`config.mk`:
```
export PLATFORM = sky130hd
export DESIGN_NAME = status_readback
export DESIGN_NICKNAME = d
export VERILOG_FILES = /design/src/rtl/status_readback_pkg.sv /design/src/rtl/rdb_index.sv /design/src/rtl/rdb_sticky.sv /design/src/rtl/rdb_meas_hold.sv /design/src/rtl/status_readback.sv
export SDC_FILE = /design/constraint.sdc
export NUM_CORES = 1
export LEC_CHECK = 0
export BUFFER_PORTS_ARGS = -buffer_cell sky130_fd_sc_hd__buf_2
export CORE_ASPECT_RATIO = 0.7
export CORE_MARGIN = 4
export CORE_UTILIZATION = 45
export DETAILED_ROUTE_END_ITERATION = 6
export PLACE_DENSITY = 0.8
export SETUP_SLACK_MARGIN = 0.02
export SLEW_MARGIN = 30
export SYNTH_ARGS = -nofsm -noshare
export SYNTH_HDL_FRONTEND = slang
export SYNTH_SLANG_ARGS = --single-unit
```
`constraint.sdc`:
```
create_clock -name clk -period 4.5 [get_ports clk]
set_input_delay 0.45 -clock clk [delete_from_list [all_inputs] [get_ports clk]]
set_output_delay 0.45 -clock clk [all_outputs]
set_load 0.03 [all_outputs]
```
`src/rtl/status_readback_pkg.sv`:
```
package status_readback_pkg;
    localparam int LVL_W = 8;
    localparam int NS_W  = 4;
    localparam logic [2:0] DEVICE_ID = 3'b100;

    typedef enum logic [1:0] {
        SEL_FLAGS = 2'd0,
        SEL_LEVEL = 2'd1,
        SEL_NOISE = 2'd2,
        SEL_PAST  = 2'd3
    } byte_sel_e;
endpackage

```
`src/rtl/rdb_index.sv`:
```
module rdb_index
    import status_readback_pkg::*;
(
    input  logic      clk,
    input  logic      rst_n,
    input  logic      byte_req_i,
    input  logic      read_end_i,
    output byte_sel_e sel_o,
    output logic      took_flags_o,
    output logic      took_meas_o
);
    typedef struct packed {
        byte_sel_e sel;
    } idx_state_t;

    idx_state_t st_d, st_q;
    logic       accept;

    always_comb begin
        st_d   = st_q;
        accept = byte_req_i && !read_end_i;
        if (read_end_i) begin
            st_d.sel = SEL_FLAGS;
        end else if (accept && st_q.sel != SEL_PAST) begin
            st_d.sel = byte_sel_e'(st_q.sel + 2'd1);
        end
    end

    always_ff @(posedge clk or negedge rst_n) begin
        if (!rst_n) st_q <= '{sel: SEL_FLAGS};
        else        st_q <= st_d;
    end

    assign sel_o        = st_q.sel;
    assign took_flags_o = accept && (st_q.sel == SEL_FLAGS);
    assign took_meas_o  = accept && (st_q.sel == SEL_LEVEL || st_q.sel == SEL_NOISE);
endmodule

```
`src/rtl/rdb_sticky.sv`:
```
module rdb_sticky (
    input  logic clk,
    input  logic rst_n,
    input  logic supply_event_i,
    input  logic took_flags_i,
    input  logic read_end_i,
    output logic power_up_o
);
    typedef struct packed {
        logic flag;
        logic seen;
    } sticky_t;

    sticky_t st_d, st_q;

    always_comb begin
        st_d = st_q;
        if (supply_event_i) begin
            st_d.flag = 1'b1;
            st_d.seen = 1'b0;
        end else if (read_end_i) begin
            if (st_q.seen) st_d.flag = 1'b0;
            st_d.seen = 1'b0;
        end else if (took_flags_i && st_q.flag) begin
            st_d.seen = 1'b1;
        end
    end

    always_ff @(posedge clk or negedge rst_n) begin
        if (!rst_n) st_q <= '{flag: 1'b1, seen: 1'b0};
        else        st_q <= st_d;
    end

    assign power_up_o = st_q.flag;
endmodule

```
`src/rtl/rdb_meas_hold.sv`:
```
module rdb_meas_hold #(
    parameter int LVL_W = 8,
    parameter int NS_W  = 4
) (
    input  logic             clk,
    input  logic             rst_n,
    input  logic             alt_update_i,
    input  logic [LVL_W-1:0] alt_level_i,
    input  logic [NS_W-1:0]  alt_noise_i,
    input  logic [NS_W-1:0]  alt_wide_i,
    input  logic             took_meas_i,
    input  logic             read_end_i,
    output logic             held_o,
    output logic [LVL_W-1:0] held_level_o,
    output logic [NS_W-1:0]  held_noise_o,
    output logic [NS_W-1:0]  held_wide_o
);
    typedef struct packed {
        logic             held;
        logic             seen;
        logic [LVL_W-1:0] level;
        logic [NS_W-1:0]  noise;
        logic [NS_W-1:0]  wide;
    } hold_t;

    hold_t st_d, st_q;

    always_comb begin
        st_d = st_q;
        if (alt_update_i) begin
            st_d.held  = 1'b1;
            st_d.seen  = 1'b0;
            st_d.level = alt_level_i;
            st_d.noise = alt_noise_i;
            st_d.wide  = alt_wide_i;
        end else if (read_end_i) begin
            if (st_q.seen) st_d.held = 1'b0;
            st_d.seen = 1'b0;
        end else if (took_meas_i && st_q.held) begin
            st_d.seen = 1'b1;
        end
    end

    always_ff @(posedge clk or negedge rst_n) begin
        if (!rst_n) st_q <= '0;
        else        st_q <= st_d;
    end

    assign held_o       = st_q.held;
    assign held_level_o = st_q.level;
    assign held_noise_o = st_q.noise;
    assign held_wide_o  = st_q.wide;
endmodule

```
`src/rtl/status_readback.sv`:
```
module status_readback
    import status_readback_pkg::*;
#(
    parameter int LEVEL_W = LVL_W,
    parameter int MEAS_W  = NS_W
) (
    input  logic               clk,
    input  logic               rst_n,
    input  logic               stereo_i,
    input  logic               step_busy_i,
    input  logic               supply_event_i,
    input  logic               alt_update_i,
    input  logic [LEVEL_W-1:0] main_level_i,
    input  logic [MEAS_W-1:0]  main_noise_i,
    input  logic [MEAS_W-1:0]  main_wide_i,
    input  logic [LEVEL_W-1:0] alt_level_i,
    input  logic [MEAS_W-1:0]  alt_noise_i,
    input  logic [MEAS_W-1:0]  alt_wide_i,
    input  logic               byte_req_i,
    input  logic               read_end_i,
    output logic [LEVEL_W-1:0] byte_o
);
    localparam int BYTE_W = LEVEL_W;

    byte_sel_e          sel;
    logic               took_flags, took_meas, power_up, held;
    logic [LEVEL_W-1:0] held_level, lvl_src;
    logic [MEAS_W-1:0]  held_noise, held_wide, noise_src, wide_src;
    logic               sample_mode;
    logic [BYTE_W-1:0]  flag_byte;

    rdb_index u_index (
        .clk(clk), .rst_n(rst_n),
        .byte_req_i(byte_req_i), .read_end_i(read_end_i),
        .sel_o(sel), .took_flags_o(took_flags), .took_meas_o(took_meas)
    );

    rdb_sticky u_sticky (
        .clk(clk), .rst_n(rst_n),
        .supply_event_i(supply_event_i), .took_flags_i(took_flags),
        .read_end_i(read_end_i), .power_up_o(power_up)
    );

    rdb_meas_hold #(.LVL_W(LEVEL_W), .NS_W(MEAS_W)) u_hold (
        .clk(clk), .rst_n(rst_n),
        .alt_update_i(alt_update_i),
        .alt_level_i(alt_level_i), .alt_noise_i(alt_noise_i), .alt_wide_i(alt_wide_i),
        .took_meas_i(took_meas), .read_end_i(read_end_i),
        .held_o(held), .held_level_o(held_level),
        .held_noise_o(held_noise), .held_wide_o(held_wide)
    );

    always_comb begin
        sample_mode = alt_update_i || held;
        if (alt_update_i) begin
            lvl_src   = alt_level_i;
            noise_src = alt_noise_i;
            wide_src  = alt_wide_i;
        end else if (held) begin
            lvl_src   = held_level;
            noise_src = held_noise;
            wide_src  = held_wide;
        end else begin
            lvl_src   = main_level_i;
            noise_src = main_noise_i;
            wide_src  = main_wide_i;
        end
        flag_byte = '0;
        flag_byte[BYTE_W-1] = stereo_i;
        flag_byte[BYTE_W-2] = step_busy_i;
        flag_byte[BYTE_W-3] = sample_mode;
        flag_byte[BYTE_W-4] = power_up;
        flag_byte[2:0]      = DEVICE_ID;
        case (sel)
            SEL_LEVEL: byte_o = lvl_src;
            SEL_NOISE: byte_o = {noise_src, wide_src};
            default:   byte_o = flag_byte;
        endcase
    end
endmodule

```
Word-level counts from Yosys, hierarchy flattened
Index checks and enable logic that the tools add are counted.
{"block": "op_classes", "n_addsub": 1, "multipliers": 0, "div_mod_pow": 0, "magnitude_cmp": 0, "eq_ne": 3, "n_shift": 0, "muxes": 19, "bitwise_logic": 0, "n_reduce_logical": 19}
{"cell": "$mux W4", "count": 4}
{"cell": "$mux W8", "count": 2}
{"cell": "$pmux W8 S2", "count": 1}
{"cell": "$reduce_bool A2 Y1", "count": 5}
{"cell": "$mux W1", "count": 8}
{"cell": "$mux W2", "count": 4}
{"cell": "$logic_and A1 B1 Y1", "count": 6}
{"cell": "$reduce_bool A3 Y1", "count": 2}
{"cell": "$reduce_and A2 Y1", "count": 2}
{"cell": "$add A2 B1 Y2 const B", "count": 1}
{"cell": "$eq A2 B1 Y1 const B", "count": 1}
{"cell": "$eq A2 B2 Y1 const B", "count": 1}
{"cell": "$logic_not A2 Y1", "count": 1}
{"cell": "$logic_or A1 B1 Y1", "count": 2}
{"cell": "$ne A2 B2 Y1 const B", "count": 1}
{"cell": "$logic_not A1 Y1", "count": 1}
{"block": "totals", "regBits": 22, "latchBits": 0, "ramBits": 0, "mem_bits_ro": 0, "in_bits": 40, "out_inout_bits": 8, "n_memories": 0}

Depth between registers and ports, before layout
Gate-level depths: netlist of the first run.
{"block": "depth", "depth_word": 7, "depth_mapped": 5}

Modules after synthesis
A second synthesis of the first run with hierarchy kept.
{"block": "unflattened", "hier_cells": 144, "hier_area_um2": 1594.0}
{"mod": "rdb_meas_hold", "instances": 1, "cells_each": 56, "area_per_inst_um2": 834.6, "seq_area_each_um2": 450.4}
{"mod": "status_readback", "instances": 1, "cells_each": 68, "area_per_inst_um2": 526.8, "seq_area_each_um2": 0.0}
{"mod": "rdb_index", "instances": 1, "cells_each": 14, "area_per_inst_um2": 160.2, "seq_area_each_um2": 50.0}
{"mod": "rdb_sticky", "instances": 1, "cells_each": 6, "area_per_inst_um2": 72.6, "seq_area_each_um2": 51.3}

Worst setup path before layout of the first run
No wires, ideal clock.
{"block": "synth_timing", "kind": "reg2out", "startpoint": "reg u_index.st_q (netlist bit u_index.sel_o[0])", "endpoint": "out byte_o[0]", "arrival_ns": 1.558, "required_time_ns": 4.050, "path_slack_ns": 2.492, "stages_incl_launch_ff": 5, "cell_sequence": "dfrtp_1 > inv_1 > ha_1 > clkbuf_1 > a21boi_1"}
{"block": "synth_via", "elab_chain_len": 2, "word_cells_on_any_way": 3, "cone_classes": "eq/ne (2); mux (1)"}
{"item": "from (decl)", "line": "rdb_index.sv:16", "text": "idx_state_t st_d, st_q;"}
{"item": "from (signal assigned)", "line": "rdb_index.sv:30", "text": "if (!rst_n) st_q <= '{sel: SEL_FLAGS};"}
{"item": "from (signal assigned)", "line": "rdb_index.sv:31", "text": "else st_q <= st_d;"}
{"item": "$eq A2 B2 Y1 or $eq A2 B1 Y1 (tied branches)", "line": "status_readback.sv:74", "text": "case (sel)"}
{"item": "$pmux W8 S2 (*)", "line": "status_readback.sv:74"}
{"item": "to (decl)", "line": "status_readback.sv:21", "text": "output logic [LEVEL_W-1:0] byte_o"}
Mark *: on every way between the ends. The rest lies on a longest branch, timed or not.

Worst setup path in the final report of the first run
{"block": "layout_timing", "startpoint": "reg u_index.st_q (netlist bit u_index.sel_o[0])", "endpoint": "out byte_o[5]"}
Same word-level chain as after synthesis.

==> results.ini, run 1 <==
[route]
vias = 1154
post_drt_via_cell_ratio = 5.55
routed_wl_mm = 3.40
drtIter0Drc = 29
wire_per_inst_um = 16.3
drt_first_pass_iters = 4
drtAntennaViolNets = 0
drc_errors = 0

[synthesis]
async_reset_ff_frac = 1.00
syn_area_um2 = 1430
synth_enable_flop_cells = 0
synth_cells = 128
synth_top_cells_by_area = dfrtp_1 37%, mux2_2 13%, mux2i_1 6.3%, mux2_1 4.7%, ha_1 4.4%
syn_area_per_cell_um2 = 11.2
synth_fp_nets = 173
synthDistinctLibCells = 30
yosys.area.top_type_share = 0.367
synth-seq-cells = 22
ys_warn_count = 0
yosys-top-cells-count = 21 x dfrtp_1, 16 x mux2_2, 9 x mux2i_1, 9 x nand2b_1
ys.flop_type = dfrtp_1
synth.most_common_cell = dfrtp_1
yosysTopAreaCell = dfrtp_1
ys_seq_area_frac = 0.386

[pwr]
ir_drop_uv = 184
power_density_nw_per_um2 = 284
p_leak_nw = 0.828

[sta]
skew_ns = 0.000411
final_hold_viol_count = 0
post-route-min-period_ns = 2.70
worstMarginPinSlew_ns = 0.909
fin_crit_sh = 0.600
rsz0062_at_grt = no
maxSlewHeadroom = 0.394
fin_tns_setup_ns = 0
slew_violations = 0
setup_violations = 0
fmaxAchievable_ghz = 0.370

[layout]
final_nets = 218
seq_area_um2 = 552
synthToLayoutAreaGrowth_pct = 19.2
drive_gt1_frac = 0.424
fillCellCount = 260
design_area_um2 = 1700
antenna_cells = 0
multiInputGateArea_um2 = 805

[worst_setup_path]
cp_top_family = adder cells
cp_slowest_stage_delay_ns = 0.54
cp-end-kind = output pin
critPathLaunch = u_index.sel_o[0]$_DFFE_PN0P_
worst-r2r-setup-slack_ns = 3.07
required_ns = 4.05
cp.arrival_ns = 2.25
r2r-end = u_hold.st_q[16]$_DFFE_PN0P_
cp_num_buf_inv = 2
crit_chain = inv_1 > ha_1 > nand2_1 > o32ai_1 > a211o_1 > buf_2
endpoint = byte_o[5]
cp-start-kind = register
crit_cells = 6
rr_worst_depth = 4
worstSetupPathType = reg -> out
cp_max_fo = 12
regToRegStartpoint = u_index.sel_o[0]$_DFFE_PN0P_
worst_path_max_delay_cell = ha_1

[global_route]
grtUsageTotal = 0.172
first_global_vias = 1134
grt_max_degree = 41
overflow = 0
antenna_found_initial = 0
grt_pass1_wl_mm = 5.22

[place]
placed_cell_area_um2 = 1660
io_buffer_count = 47
place.gp.congestion = 0.868
post-dp-hpwl_mm = 2.58

[floorplanning]
rows = 16
die_w_um = 75.4
die_h_um = 55.2
fp.dieArea_um2 = 4160
fp.coreArea_um2 = 2920
io_pins = 48
start_util = 0.489

[clock_tree]
root_buffer = clkbuf_8
clk_latency_ns = 0.26
clk_pin_slew_ns = 0.08
post_cts_resized = 0
cts_buffers = 3
htree_levels = 1
hold_buffers = 0
cts_buffer_depth = 2
post_cts_buffers = 0
cts_sinks = 22
cts_tree = built

[run]
maxCapViolCount = 0

[hold_path]
min-delay-path-class = in -> async

[outcome]
outcome = finished, final reports clean

==> worst reg2reg max path, cell delays in order, from the launching register on <==
cell and delay [ns]:
dfrtp_1 0.41, inv_1 0.11, ha_1 0.54, a31oi_1 0.13
nor3_1 0.15
==> stage by stage <==
stage	instances	setup WS, ns	total power [mW]	hold slack, ns	utilization
after floorplan	128	2.49	0.314	0.154	-
after global placement	204	2.21	0.352	0.450	0.568
after detailed placement	204	2.12	0.359	0.455	0.568
after CTS	208	1.82	0.489	0.163	0.583
after global routing	208	1.67	0.506	0.201	0.583
final	208	1.80	0.484	0.153	0.583
==> per-layer routing <==
metal | share of wire | global-route usage | vias up
met3 | 0.079 | 0.0596 | 6
met2 | 0.45 | 0.268 | 38
met4 | 0.012 | 0.0465 | 0
met5 | 0 | 0 | -
met1 | 0.45 | 0.228 | 560
li1 | - | - | 550
==> where the power goes <==
group / switching [mW] / internal [mW] / total (mW)
clock network: 0.0664 / 0.0633 / 0.130
logic: 0.0672 / 0.0602 / 0.127
registers: 0.0117 / 0.215 / 0.227
total: 0.145 / 0.338 / 0.484
==> registers in the layout, indices dropped and copies added (netlist names) <==
| name | flops |
|---|---|
| u_hold.held_level_o | 8 |
| u_hold.st_q | 1 |
| u_hold.held_noise_o | 4 |
| u_hold.held_o | 1 |
| u_index.sel_o | 2 |
| u_sticky.power_up_o | 1 |
| u_hold.held_wide_o | 4 |
| u_sticky.st_q | 1 |
==> how the worst min path moves through the flow <==
stage,endpoint,slack [ns],depth (start not counted)
after floorplan,u_hold.held_level_o[0]$_DFFE_PN0P_,0.15,0
final,u_hold.held_wide_o[3]$_DFFE_PN0P_,0.15,1
after global routing,u_hold.held_level_o[0]$_DFFE_PN0P_,0.20,1
after detailed placement,u_hold.held_wide_o[1]$_DFFE_PN0P_,0.46,1
after global placement,u_hold.held_wide_o[1]$_DFFE_PN0P_,0.45,1
after CTS,u_hold.held_level_o[3]$_DFFE_PN0P_,0.16,1
==> cells by family (layout without fill, tap and decap cells) <==
family	count (synthesis)	after routing	synth area share
adder cells (fa/ha/maj)	5	5	0.0437
flip-flops	22	22	0.386
AO/OA/AOI/OAI	26	26	0.141
multiplexers	35	35	0.278
AND/OR/NAND/NOR	27	27	0.0997
buffers and inverters	13	57	0.0516
==> cell type report <==
cell class / instances / area share
multi-input combinational: 93 / 0.472
sequential: 22 / 0.324
timing repair buffer: 47 / 0.138
clock buffer: 4 / 0.0264
tap: 36 / 0.0264
inverter: 6 / 0.0132
==> layout by cell type, fill, tap and decap left out <==
master    instances
o32ai_1           1
a211o_1           4
ha_1              5
a211oi_1          1
o211ai_2          1
o211ai_1          7
a21boi_1          3
o221ai_1          3
clkbuf_1          1
a21oi_1           1
mux2_4            4
mux2i_1           9
a31oi_1           2
a21o_1            1
inv_2             1
nor3_1            3
nand2b_1          9
nand2_1           7
o21ai_0           1
inv_1             5
mux2_1            6
clkbuf_8          3
nor2_1            2
nor2b_1           6
dfstp_2           1
buf_2            47
dfrtp_1          21
o22ai_1           1
mux2_2           16
No activity file was read; power rests on OpenSTA's default activity.
==> inputs of run 2 (changes only) <==
--- a/config.mk
+++ b/config.mk
@@ -5,12 +5,13 @@
 export SDC_FILE = /design/constraint.sdc
 export NUM_CORES = 1
 export LEC_CHECK = 0
+export ABC_AREA = 1
 export BUFFER_PORTS_ARGS = -buffer_cell sky130_fd_sc_hd__buf_2
 export CORE_ASPECT_RATIO = 0.7
 export CORE_MARGIN = 4
 export CORE_UTILIZATION = 45
 export DETAILED_ROUTE_END_ITERATION = 6
-export PLACE_DENSITY = 0.8
+export PLACE_DENSITY = 0.79
 export SETUP_SLACK_MARGIN = 0.02
 export SLEW_MARGIN = 30
 export SYNTH_ARGS = -nofsm -noshare
==> constraint.sdc (replaced) <==
create_clock -name clk -period 2.5 [get_ports clk]
set_input_delay 0.25 -clock clk [delete_from_list [all_inputs] [get_ports clk]]
set_output_delay 0.25 -clock clk [all_outputs]
set_load 0.03 [all_outputs]
==> results.ini, run 2 <==
[worst_setup_path]
required_ns = 2.25  ; was 4.05 ns
cp-end-kind = output pin  ; unchanged
cp-start-kind = register  ; unchanged
crit_top_cell = o21ai_0
worstSetupPathType = reg -> out  ; unchanged
rr_worst_depth = 5  ; was 4
cp_slowest_stage_delay_ns = 0.52  ; was 0.54 ns
cp.arrival_ns = 1.77  ; was 2.25 ns
worst_path_max_delay_cell = dfrtp_1  ; was ha_1
cp_max_fo = 16  ; was 12
crit_chain = inv_2 > o21ai_0 > o21ai_0 > nand2_1 > nand3_1 > buf_2  ; was inv_1 > ha_1 > nand2_1 > o32ai_1 > a211o_1 > buf_2

[sta]
final_hold_viol_count = 0  ; unchanged
setup_violations = 0  ; unchanged
rsz0062_at_grt = no  ; unchanged
fmaxAchievable_ghz = 0.496
slew_violations = 0  ; unchanged
maxSlewHeadroom = 0.662  ; was 0.394
skew_ns = 0.000461  ; was 0.000411 ns
fin_tns_setup_ns = 0  ; unchanged
fin_crit_sh = 0.807
worstMarginPinSlew_ns = 0.507  ; was 0.909 ns
fin_ws_ns = 0.483  ; was 1.80 ns
post-route-min-period_ns = 2.02

[clock_tree]
cts_tree = built  ; unchanged
post_cts_resized = 0  ; unchanged
cts_buffers = 3  ; unchanged
clk_latency_ns = 0.26  ; about the same
cts_sinks = 22  ; unchanged
clk_pin_slew_ns = 0.07  ; was 0.08 ns
cts_buffer_depth = 2  ; unchanged
htree_levels = 1  ; unchanged
root_buffer = clkbuf_8  ; unchanged

[synthesis]
syn_area_um2 = 1440  ; was 1430 um^2
yosysTopAreaCell = nand2_1  ; was dfrtp_1
synth_enable_flop_cells = 0  ; unchanged
async_reset_ff_frac = 1.00  ; unchanged
synthAdderAreaFrac = 0.0434  ; was 0.0437
ys.flop_type = dfrtp_1  ; unchanged
synth-xor-area-share = 0  ; unchanged
yosys.area.top_type_share = 0.393  ; was 0.367
ys_warn_count = 0  ; unchanged
synth_compound_gate_area_share = 0.0624  ; was 0.141
synth_top_cells_by_area = nand2_1 39%, dfrtp_1 36%, ha_1 4.3%, buf_4 2.1%, dfstp_2 1.8%  ; was dfrtp_1 37%, mux2_2 13%, mux2i_1 6.3%, mux2_1 4.7%, ha_1 4.4%
synth_fp_nets = 264  ; was 173
synth_top_family_by_area = simple AND/OR/NAND/NOR gates  ; was multiplexers
synth-seq-cells = 22  ; unchanged
synthMuxAreaShare = 0  ; was 0.278
ys_seq_area_frac = 0.382  ; was 0.386
yosys-top-cells-count = 151 x nand2_1, 21 x dfrtp_1, 7 x inv_1  ; was 21 x dfrtp_1, 16 x mux2_2, 9 x mux2i_1, 9 x nand2b_1
yosys.area_share.simple = 0.422  ; was 0.0997
synth_cells = 219  ; was 128
syn_area_per_cell_um2 = 6.59  ; was 11.2 um^2
synthDistinctLibCells = 23  ; was 30
synth.most_common_cell = nand2_1  ; was dfrtp_1

[hold_path]
min_path_cells = 2
min-delay-path-class = in -> reg  ; was in -> async

[layout]
drive_gt1_frac = 0.226  ; was 0.424
design_area_um2 = 1720  ; was 1700 um^2
final_nets = 311  ; was 218
synthToLayoutAreaGrowth_pct = 19.1  ; was 19.2%
largest_register_ffs = 8  ; unchanged
mostFrequentLayoutCell = nand2_1  ; was buf_2
layout_common_cells = 151 x nand2_1, 47 x buf_2, 21 x dfrtp_1  ; was 47 x buf_2, 21 x dfrtp_1, 16 x mux2_2
fillCellCount = 287  ; was 260
antenna_cells = 0  ; unchanged

[floorplanning]
die_h_um = 55.4  ; was 55.2 um
fp.coreArea_um2 = 2920  ; unchanged
fp.dieArea_um2 = 4190  ; was 4160 um^2
die_w_um = 75.7  ; was 75.4 um
io_pins = 48  ; unchanged
start_util = 0.494  ; was 0.489
rows = 16  ; unchanged

[global_route]
grt_pass1_wl_mm = 5.82  ; was 5.22 mm
antenna_found_initial = 0  ; unchanged
grtUsageTotal = 0.176  ; was 0.172
first_global_vias = 1243  ; was 1134
grt_max_degree = 23  ; was 41
overflow = 0  ; unchanged

[route]
post_drt_via_cell_ratio = 4.66  ; was 5.55
topRoutingLayerUsed = met4  ; unchanged
routed_wl_mm = 3.51  ; was 3.40 mm
wire_per_inst_um = 11.6  ; was 16.3 um
drt_first_pass_iters = 5  ; was 4
vias = 1402  ; was 1154
drtAntennaViolNets = 0  ; unchanged
drc_errors = 0  ; unchanged
dr_wl_met2_mm = 1.51  ; was 1.55 mm
met1Wirelength_mm = 1.70  ; was 1.54 mm
drtIter0Drc = 96  ; was 29
routed-wl-met3_um = 275  ; was 269 um

[place]
io_buffer_count = 47  ; unchanged
place_ws_ns = 0.764  ; was 2.12 ns
post-dp-hpwl_mm = 2.58  ; about the same
placed_cell_area_um2 = 1650  ; was 1660 um^2
place.gp.congestion = 0.854  ; was 0.868

[pwr]
power_density_nw_per_um2 = 520  ; was 284 nW/um^2
ir_drop_uv = 396  ; was 184 uV
p_leak_nw = 1.02  ; was 0.828 nW

[outcome]
outcome = finished, final reports clean  ; unchanged

[run]
maxCapViolCount = 0  ; unchanged

run 2: worst paths after layout:
| check | startpoint | to | slack [ns] |
|---|---|---|---|
| max in group asynchronous | rst_n | u_sticky.power_up_o$_DFFE_PN1P_ | 1.66 |
| setup / recovery | u_hold.held_o$_DFFE_PN0P_ | byte_o[2] | 0.48 |
| hold / removal | supply_event_i | u_sticky.st_q[0]$_DFFE_PN0P_ | 0.15 |
| min in group asynchronous | rst_n | u_hold.held_level_o[0]$_DFFE_PN0P_ | 0.48 |
| setup reg to reg | u_index.sel_o[0]$_DFFE_PN0P_ | u_hold.st_q[16]$_DFFE_PN0P_ | 1.10 |
| hold reg to reg | u_hold.held_noise_o[0]$_DFFE_PN0P_ | u_hold.held_noise_o[0]$_DFFE_PN0P_ | 0.47 |
run 2: metrics by stage:
stage                     power (mW)  hold WS (ns)  utilization  instances
after floorplan                0.566       -0.0456            -        219
after global placement         0.638         0.246        0.565        296
after detailed placement       0.643         0.249        0.565        296
after CTS                      0.899         0.143        0.588        301
after global routing           0.951         0.147        0.588        301
final                          0.894         0.147        0.588        301
run 2: metal layers:
layer	up-vias	GRT usage
met2	41	0.246
met4	0	0.0299
li1	763	-
met5	-	0
met1	594	0.267
met3	4	0.0525
run 2: final cells by class:
class	instances	area, um^2	share of cell area
inverters	8	30.0	0.0175
clock buffers	4	55.1	0.0320
flip-flops and latches	22	552	0.321
well taps	36	45.0	0.0262
multi-input cells	179	761	0.443
repair buffers	52	275	0.160
run 2: critical path, delay by kind of cell (launching register included):
| family | cells | cell delay [ns] |
|---|---|---|
| AO/OA/AOI/OAI | 2 | 0.32 |
| AND/OR/NAND/NOR | 2 | 0.18 |
| buffers and inverters | 2 | 0.48 |
| flip-flops | 1 | 0.52 |
run 2: timing repair:
| action | 4_1_cts | 5_1_grt |
|---|---|---|
| hold buffers | 1 | 0 |
| buffers inserted | 0 | 0 |
| hold endpoints to repair | 21 | 0 |
run 2: report_power, final:
| part | total (mW) | internal, mW | switching, mW |
|---|---|---|---|
| combinational | 0.237 | 0.0872 | 0.150 |
| clock | 0.257 | 0.141 | 0.116 |
| sequential | 0.400 | 0.383 | 0.0168 |
| total | 0.894 | 0.611 | 0.283 |
run 2: cell families after synthesis:
family	count (synthesis)
and+or+nand+nor	160
DFF	22
AOI/OAI and AO/OA	14
adders and majority gates	5
buffers and inverters	18
==> inputs of run 3 (changes only) <==
--- a/config.mk
+++ b/config.mk
@@ -5,13 +5,13 @@
 export SDC_FILE = /design/constraint.sdc
 export NUM_CORES = 1
 export LEC_CHECK = 0
-export ABC_AREA = 1
+export ABC_AREA = 0
 export BUFFER_PORTS_ARGS = -buffer_cell sky130_fd_sc_hd__buf_2
 export CORE_ASPECT_RATIO = 0.7
 export CORE_MARGIN = 4
 export CORE_UTILIZATION = 45
 export DETAILED_ROUTE_END_ITERATION = 6
-export PLACE_DENSITY = 0.79
+export PLACE_DENSITY = 0.82
 export SETUP_SLACK_MARGIN = 0.02
 export SLEW_MARGIN = 30
 export SYNTH_ARGS = -nofsm -noshare
==> constraint.sdc (replaced) <==
create_clock -name clk -period 1.7 [get_ports clk]
set_input_delay 0.17 -clock clk [delete_from_list [all_inputs] [get_ports clk]]
set_output_delay 0.17 -clock clk [all_outputs]
set_load 0.03 [all_outputs]
==> results.ini, run 3 (synthesis gave the netlist of run 1 again) <==
[layout]
synthToLayoutAreaGrowth_pct = 43.0  ; was 19.1%
seq_area_um2 = 553  ; was 552 um^2
mostFrequentLayoutCell = buf_2  ; was nand2_1
design_area_um2 = 2050  ; was 1720 um^2
fillCellCount = 215  ; was 287
multiInputGateArea_um2 = 912  ; was 761 um^2
largest_register_ffs = 8  ; unchanged
postLayoutCoreUtil = 0.700  ; was 0.588
layout.cells.non_filler = 225  ; was 301
drive_gt1_frac = 0.587  ; was 0.226
antenna_cells = 0  ; unchanged
layout_common_cells = 39 x buf_2, 20 x dfrtp_1, 16 x mux2_2  ; was 151 x nand2_1, 47 x buf_2, 21 x dfrtp_1
final_nets = 235  ; was 311

[sta]
slew_violations = 0  ; unchanged
worstMarginPinSlew_ns = 0.519  ; was 0.507 ns
maxSlewHeadroom = 0.654  ; was 0.662
fin_tns_setup_ns = -0.849  ; was 0 ns
rsz0062_at_grt = yes  ; was no
final_hold_viol_count = 0  ; unchanged
fin_ws_ns = -0.143  ; was 0.483 ns
fmaxAchievable_ghz = 0.543
fin_crit_sh = 1.08
skew_ns = 0.0105  ; was 0.000461 ns
setup_violations = 8  ; was 0
post-route-min-period_ns = 1.84

[clock_tree]
clk_pin_slew_ns = 0.09  ; was 0.07 ns
root_buffer = clkbuf_8  ; unchanged
cts_sinks = 22  ; unchanged
htree_levels = 1  ; unchanged
cts_buffers = 3  ; unchanged
cts_buffer_depth = 2  ; unchanged
clk_latency_ns = 0.27  ; was 0.26 ns
cts_tree = built  ; unchanged

[worst_setup_path]
cp.arrival_ns = 1.67  ; was 1.77 ns
crit_chain = buf_4 > ha_2 > nand2_4 > o22ai_2 > a211o_1 > buf_6  ; was inv_2 > o21ai_0 > o21ai_0 > nand2_1 > nand3_1 > buf_2
cp_max_fo = 5  ; was 16
cp-start-kind = register  ; unchanged
cp_num_buf_inv = 2  ; unchanged
worstSetupPathType = reg -> out  ; unchanged
required_ns = 1.53  ; was 2.25 ns
cp_top_family = compound AO/OA/AOI/OAI gates  ; was flip-flops
cp_slowest_stage_delay_ns = 0.42  ; was 0.52 ns
worst_path_max_delay_cell = dfrtp_1  ; unchanged
cp-end-kind = output pin  ; unchanged

[place]
placed_cell_area_um2 = 1770  ; was 1650 um^2
dp.cells = 215  ; was 296
post-dp-hpwl_mm = 2.76  ; was 2.58 mm
place_ws_ns = 0.00121  ; was 0.764 ns
io_buffer_count = 47  ; unchanged
place.gp.congestion = 0.769  ; was 0.854

[run]
maxCapViolCount = 0  ; unchanged

[outcome]
outcome = complete, but fails checks  ; was finished, final reports clean
violations = negative setup slack

[floorplanning]
die_h_um = 55.2  ; was 55.4 um
io_pins = 48  ; unchanged
fp.coreArea_um2 = 2920  ; unchanged
die_w_um = 75.4  ; was 75.7 um
fp.dieArea_um2 = 4160  ; was 4190 um^2
start_util = 0.489  ; was 0.494
rows = 16  ; unchanged

[global_route]
met3_usage = 0.0578  ; was 0.0525
antenna_found_initial = 0  ; unchanged
first_global_vias = 1317  ; was 1243
grt_use_met2 = 0.327  ; was 0.246
grt_max_degree = 23  ; unchanged
grt_pass1_wl_mm = 5.82  ; unchanged
grt_busiest_layer = met2  ; was met1
overflow = 0  ; unchanged
grtUsageTotal = 0.190  ; was 0.176
met1_usage = 0.230  ; was 0.267

[route]
drc_errors = 0  ; unchanged
drt_first_pass_iters = 4  ; was 5
post_drt_via_cell_ratio = 5.60  ; was 4.66
vias = 1261  ; was 1402
drtAntennaViolNets = 0  ; unchanged
drtIter0Drc = 35  ; was 96
wire_per_inst_um = 17.3  ; was 11.6 um
routed_wl_mm = 3.88  ; was 3.51 mm

[pwr]
p_leak_nw = 0.977  ; was 1.02 nW
power_density_nw_per_um2 = 766  ; was 520 nW/um^2
ir_drop_uv = 475  ; was 396 uV

[hold_path]
min-delay-path-class = in -> reg  ; unchanged

[run 3: cell types whose count changed in the layout (fill, tap and decap cells not counted), sizes merged, moves of 8 or more]
cell | before | now
buf | 51 | 62
nand2b | 0 | 9
mux2 | 0 | 26
mux2i | 0 | 9
o211ai | 0 | 8
nand2 | 152 | 7
[run 3: routing by layer]
layer,up-vias,share of wire
met5,-,0
met4,0,0.014
met1,607,0.43
met2,56,0.47
li1,588,-
met3,10,0.081
[run 3: report_power, final]
group          leakage [nW]  total, mW  switching (mW)  internal, mW
logic                 0.682      0.472           0.224         0.248
registers             0.260      0.597          0.0278         0.569
clock network        0.0357      0.497           0.182         0.315
[run 3: layout make-up]
class | count | area share
multi-input combinational | 93 | 0.446
timing repair buffer | 64 | 0.216
sequential | 22 | 0.270
clock inverter | 1 | 0.0147
clock buffer | 3 | 0.0202
tap | 36 | 0.0220
inverter | 6 | 0.0110
[run 3: final timing paths]
kind | cells after the start | from | end | slack, ns
setup / recovery | 6 | u_index.sel_o[1]$_DFFE_PN0P_ | byte_o[5] | -0.14
hold / removal | 2 | supply_event_i | u_sticky.st_q[0]$_DFFE_PN0P_ | 0.06
setup reg to reg | 5 | u_index.sel_o[0]$_DFFE_PN0P_ | u_index.sel_o[0]$_DFFE_PN0P_ | 0.42
hold reg to reg | 1 | u_hold.held_wide_o[3]$_DFFE_PN0P_ | u_hold.held_wide_o[3]$_DFFE_PN0P_ | 0.51
max in group asynchronous | 2 | rst_n | u_hold.held_o$_DFFE_PN0P_ | 0.92
min in group asynchronous | 2 | rst_n | u_sticky.st_q[0]$_DFFE_PN0P_ | 0.40
[run 3: per-stage QoR]
step / total power, mW / hold slack [ns]
after global placement: 0.962 / 0.160
after global routing: 1.63 / 0.0719
final: 1.57 / 0.0646
after detailed placement: 0.984 / 0.182
after CTS: 1.54 / 0.0642
after floorplan: 0.834 / -0.126
[run 3: what timing repair did]
action,4_1_cts,5_1_grt
endpoints found under the hold margin,21,0
resized for setup,23,13
setup endpoints to repair,8,8
hold buffers,1,0
pin swaps,4,12
setup buffers,3,1
cloned,0,1
